[src/rtl/rx_quiet_pkg.sv]
package rx_quiet_pkg;

    // Flag machine: flag level and whether a new hit may set it.
    typedef enum logic [1:0] {
        ST_ARMED   = 2'd0,  // flag low, hit allowed
        ST_HELD    = 2'd1,  // flag high, quiet period still running
        ST_LATCHED = 2'd2,  // flag high, line went busy since the hit
        ST_SPENT   = 2'd3   // flag low, quiet period already reported
    } rxq_state_t;

    localparam int unsigned RXQ_LIMIT_W = 8;

endpackage

[src/rtl/rxq_cond_sel.sv]
module rxq_cond_sel (
    input  logic rx_pin,
    input  logic rx_sm_idle,
    input  logic cond_sel,
    input  logic det_en,
    output logic quiet
);

    logic src;

    always_comb begin
        if (cond_sel) src = rx_sm_idle;
        else          src = rx_pin;
        quiet = det_en & src;
    end

endmodule

[src/rtl/rxq_quiet_cnt.sv]
module rxq_quiet_cnt #(
    parameter int unsigned CW = 8
) (
    input  logic          clk,
    input  logic          rst_n,
    input  logic          quiet,
    input  logic          bit_tick,
    input  logic [CW-1:0] quiet_limit,
    output logic          hit
);

    localparam logic [CW-1:0] ONE = {{(CW-1){1'b0}}, 1'b1};

    logic [CW-1:0] cnt_q;
    logic [CW-1:0] lim_eff;

    // A zero limit counts as one bit time.
    always_comb begin
        lim_eff = (quiet_limit == '0) ? ONE : quiet_limit;
        hit     = quiet & bit_tick & (cnt_q == lim_eff - ONE);
    end

    always_ff @(posedge clk or negedge rst_n) begin
        if (!rst_n)
            cnt_q <= '0;
        else if (!quiet)
            cnt_q <= '0;
        else if (bit_tick && cnt_q < lim_eff)
            cnt_q <= cnt_q + ONE;
    end

endmodule

[src/rtl/rxq_flag_fsm.sv]
module rxq_flag_fsm
    import rx_quiet_pkg::*;
(
    input  logic clk,
    input  logic rst_n,
    input  logic hit,
    input  logic quiet,
    input  logic clr,
    output logic flag
);

    rxq_state_t st_q, st_nxt;

    always_ff @(posedge clk or negedge rst_n) begin
        if (!rst_n) st_q <= ST_ARMED;
        else        st_q <= st_nxt;
    end

    always_comb begin
        st_nxt = st_q;
        unique case (st_q)
            ST_ARMED: begin
                if (hit) st_nxt = ST_HELD;
            end
            ST_HELD: begin
                if (clr)         st_nxt = quiet ? ST_SPENT : ST_ARMED;
                else if (!quiet) st_nxt = ST_LATCHED;
            end
            ST_LATCHED: begin
                if (hit)      st_nxt = ST_HELD;   // set beats clear
                else if (clr) st_nxt = ST_ARMED;
            end
            ST_SPENT: begin
                if (!quiet) st_nxt = ST_ARMED;
            end
            default: st_nxt = ST_ARMED;
        endcase
    end

    always_comb begin
        flag = (st_q == ST_HELD) || (st_q == ST_LATCHED);
    end

endmodule

[src/rtl/rx_quiet_watch.sv]
module rx_quiet_watch #(
    parameter int unsigned CW = rx_quiet_pkg::RXQ_LIMIT_W
) (
    input  logic          clk,
    input  logic          rst_n,
    input  logic          rx_pin,
    input  logic          rx_sm_idle,
    input  logic          bit_tick,
    input  logic          det_en,
    input  logic          cond_sel,
    input  logic [CW-1:0] quiet_limit,
    input  logic          irq_en,
    input  logic          flag_clr,
    output logic          idle_flag,
    output logic          idle_irq
);

    logic quiet;
    logic hit;

    rxq_cond_sel u_cond (
        .rx_pin     (rx_pin),
        .rx_sm_idle (rx_sm_idle),
        .cond_sel   (cond_sel),
        .det_en     (det_en),
        .quiet      (quiet)
    );

    rxq_quiet_cnt #(.CW(CW)) u_cnt (
        .clk         (clk),
        .rst_n       (rst_n),
        .quiet       (quiet),
        .bit_tick    (bit_tick),
        .quiet_limit (quiet_limit),
        .hit         (hit)
    );

    rxq_flag_fsm u_fsm (
        .clk   (clk),
        .rst_n (rst_n),
        .hit   (hit),
        .quiet (quiet),
        .clr   (flag_clr),
        .flag  (idle_flag)
    );

    assign idle_irq = idle_flag & irq_en;

endmodule

[config.mk]
export PLATFORM = sky130hd
export DESIGN_NAME = rx_quiet_watch
export DESIGN_NICKNAME = d
export VERILOG_FILES = /design/src/rtl/rx_quiet_pkg.sv /design/src/rtl/rxq_cond_sel.sv /design/src/rtl/rxq_quiet_cnt.sv /design/src/rtl/rxq_flag_fsm.sv /design/src/rtl/rx_quiet_watch.sv
export SDC_FILE = /design/constraint.sdc
export NUM_CORES = 1
export LEC_CHECK = 0
export ABC_AREA = 1
export ABC_CLOCK_PERIOD_IN_PS = 1900
export BUFFER_PORTS_ARGS = -buffer_cell sky130_fd_sc_hd__buf_2
export CAP_MARGIN = 40
export CORE_MARGIN = 4
export CORE_UTILIZATION = 45
export DETAILED_ROUTE_END_ITERATION = 12
export PLACE_DENSITY = 0.75
export SYNTH_ARGS = -nofsm -noshare
export SYNTH_HDL_FRONTEND = slang
export SYNTH_HIERARCHICAL = 1
export SYNTH_SLANG_ARGS = --single-unit
[constraint.sdc]
create_clock -name clk -period 1.9 [get_ports clk]
set_input_delay 0.19 -clock clk [delete_from_list [all_inputs] [get_ports clk]]
set_output_delay 0.19 -clock clk [all_outputs]
set_load 0.02 [all_outputs]
==> metrics.yaml <==
numPortBuffers: 18
kind_of_start_point_of_the_critical_path: "input pin"
worst_r2r_path_cells: 8
maximum_number_of_pins_on_one_net_before_global_route_repair: 17
top_level_ports: 19
crit_end: "u_fsm/st_q[1]$_DFFE_PN0P_"
final_max_slew_viol_count: 0
tightest_slew_ps: 334
routed_via_density: 4.93
timing.critical_path.from: "quiet_limit[2]"
drt_pre_antenna_iters: 4
finalCritPeriodShare_pct: 91.0
yosys_most_used_dff: "sky130_fd_sc_hd__dfrtp_1"
setup.worst_path.end_class: "register"
synthDistinctLibCells: 25
ys_seq_area_share_pct: 20.1
gpl.final_weighted_congestion: 0.867
placeableCoreArea_sq_um: 2570
detail_route.iter0.violations: 49
tritoncts.num_buffers: 3
max-clock-path-buffers: 2
dpl_worst_slack_ps: -243
post_route_clock_skew_ps: 3.30
initial_utilization_pct: 48.5
r2r-start: "u_cnt/cnt_q[7]$_DFFE_PN0P_"
synth_top_area_cell: "sky130_fd_sc_hd__dfrtp_1"
post_drt_wl_per_cell_microns: 10.7
layout-area-overhead-vs-synth_pct: 28.3
die-width_microns: 60.6
tritoncts: "done"
path_cells: "buf_2, nor2_4, nand2_2, inv_2, nand2_4, nand2_4, inv_2, ha_4, nand2_1, inv_1, nor2_1, nand2_1, nor2_1, nand3_1, nor2_1, nand3_1, nor2_2, inv_1, nand2_2, nand2_2, nand2_1, nand2_1"
irDropWorstVdd_uv: 495
report.final.setup_viol: 0
mappedNetlistNets: 221
grt_util_met3_pct: 2.13
grt_pass1_wl_mm: 4.66
synth.most_common_cell: "sky130_fd_sc_hd__nand2_1"
clkLatencyLatePin_ps: 260
post-synth-top-area-fraction_pct: 20.1
grt_util_all_layers_pct: 16.9
cp.buffers_inverters: 5
synth.ff_latch_count: 10
leakage_nw: 0.897
num_antenna_cells: 0
synth_edf_count: 0
cell_types_with_the_largest_area_share_after_synthesis: "sky130_fd_sc_hd__dfrtp_1 (20%), sky130_fd_sc_hd__nand2_1 (16%), sky130_fd_sc_hd__ha_1 (14%)"
slack_of_the_worst_reg_to_reg_path_ps: 190
finalNetCount: 263
worst_r2r_end: "u_cnt/cnt_q[6]$_DFFE_PN0P_"
status: "completed"
powerDensity_nw_per_um2: 534
timing_hold_violations_final: 0
grt_pass1_vias: 1148
routed-via-count: 1282
timing_worst_setup_path_type: "input pin to register"
antenna_found_initial: 0
syn_inst: 190
arrival_time_at_the_worst_endpoint_ps: 1890
cap_viol_max_count: 0
clk_pin_slew_ps: 60
timing.critical_path.depth: 22
ys_top_cells_by_count: "sky130_fd_sc_hd__nand2_1 (52), sky130_fd_sc_hd__inv_1 (28), sky130_fd_sc_hd__nand3_1 (22)"
globalRoute.totalOverflow: 0
syn_area_per_cell_sq_um: 6.56
instances_no_fill: 260
maxSlewHeadroom_pct: 77.7
wirelength_routed_mm: 2.78
die_footprint_sq_um: 3680
grt-busiest-layer: "met2"
worst-path-max-fanout: 3
drive_above_1_share_pct: 30.0
groute.layer.met1.usage_pct: 21.8
slowest_stage: "sky130_fd_sc_hd__ha_4"
die_outline_height_microns: 60.6
timing.critical_path.max_delay_family: "simple AND/OR/NAND/NOR gates"
clock_sinks: 10
timing.critical_path.slowest_cell_delay_ps: 200
antenna_left: 0
dp.cells: 254
synth-async-reset-ratio_pct: 100
cts.htree.levels: 1
use_met2_pct: 28.1
path_common_cell: "sky130_fd_sc_hd__nand2_1"
drc_errors: 0
floorplan.rows: 18
hp-class: "input pin to register"
fmaxAchievable_mhz: 578
cts_root_buf: "sky130_fd_sc_hd__clkbuf_4"
worst-endpoint-required_ps: 2060
syn_std_cell_area_sq_um: 1250
synth-warning-count: 6
final_critical_path_setup_slack_ps: 171
min_period_ps: 1730
place_hpwl_mm: 2.27
[layout by cell type (no fill, tap or decap), drive strengths merged, types with 2 or more instances in the layout]
master,n
nand3b,2
nand3,22
nand2,60
clkbuf,3
a21oi,2
xnor2,4
nand4,6
buf,40
inv,29
nor3,3
dfrtp,10
ha,14
xor2,7
o21ai,2
nor2,23
[how the worst min path moves through the flow]
stage / startpoint / endpoint / cells past startpoint
floorplan: rst_n / u_cnt/cnt_q[0]$_DFFE_PN0P_ / 0
global placement: rst_n / u_cnt/cnt_q[5]$_DFFE_PN0P_ / 1
global route: rst_n / u_cnt/cnt_q[6]$_DFFE_PN0P_ / 2
CTS: flag_clr / u_fsm/st_q[1]$_DFFE_PN0P_ / 6
detailed placement: rst_n / u_cnt/cnt_q[5]$_DFFE_PN0P_ / 1
finish: flag_clr / u_fsm/st_q[1]$_DFFE_PN0P_ / 6
[cell type report]
cell class	instances	area, sq um
sequential	10	250
fill	235	968
clock buffer	3	22.5
multi-input combinational	147	915
inverter	29	109
timing repair buffer	41	265
tap	30	37.5
[kinds of logic after synthesis]
family / Yosys count / share of synthesized area (%)
flops: 10 / 20.1
xor+xnor: 11 / 7.73
compound gates: 5 / 3.21
fa+ha+maj: 14 / 14.1
simple gates: 117 / 44.5
buf+inv: 33 / 10.4
[metal layers]
layer	share of wire (%)	up-vias
met5	0	-
met4	2.2	0
met3	4.4	6
met2	45	27
met1	49	568
li1	-	681
[report_power, final]
part	switching, mW	internal (mW)
clock	0.0673	0.0729
sequential	0.0255	0.238
combinational	0.271	0.179
[through the flow]
step | area [sq um] | hold WS, ps | utilization [%] | power, mW | setup TNS [ps]
after floorplan | 1260 | -106 | - | 0.570 | 0
after global placement | 1520 | 62.6 | 59.2 | 0.696 | -365
after detailed placement | 1520 | 67.4 | 59.2 | 0.705 | -480
after CTS | 1550 | 297 | 60.5 | 0.855 | 0
after global routing | 1600 | 351 | 62.3 | 0.942 | -5.73
final | 1600 | 307 | 62.3 | 0.854 | 0
[timing repair]
action,in CTS,in global routing
endpoints found under the setup margin,0,2
resized for setup,0,9
endpoints found under the hold margin,10,0
hold buffers,1,0
setup buffers,0,2
[sequential cells by signal, summed over array words and instances (netlist names)]
name / count
u_cnt/cnt_q: 8
u_fsm/st_q: 2
[tightest hold or removal path, delay by kind of cell]
kind	cells	cell delay, ps
buffers and inverters	1	90
and+or+nand+nor	5	250
No activity file was read; power rests on OpenSTA's default activity.
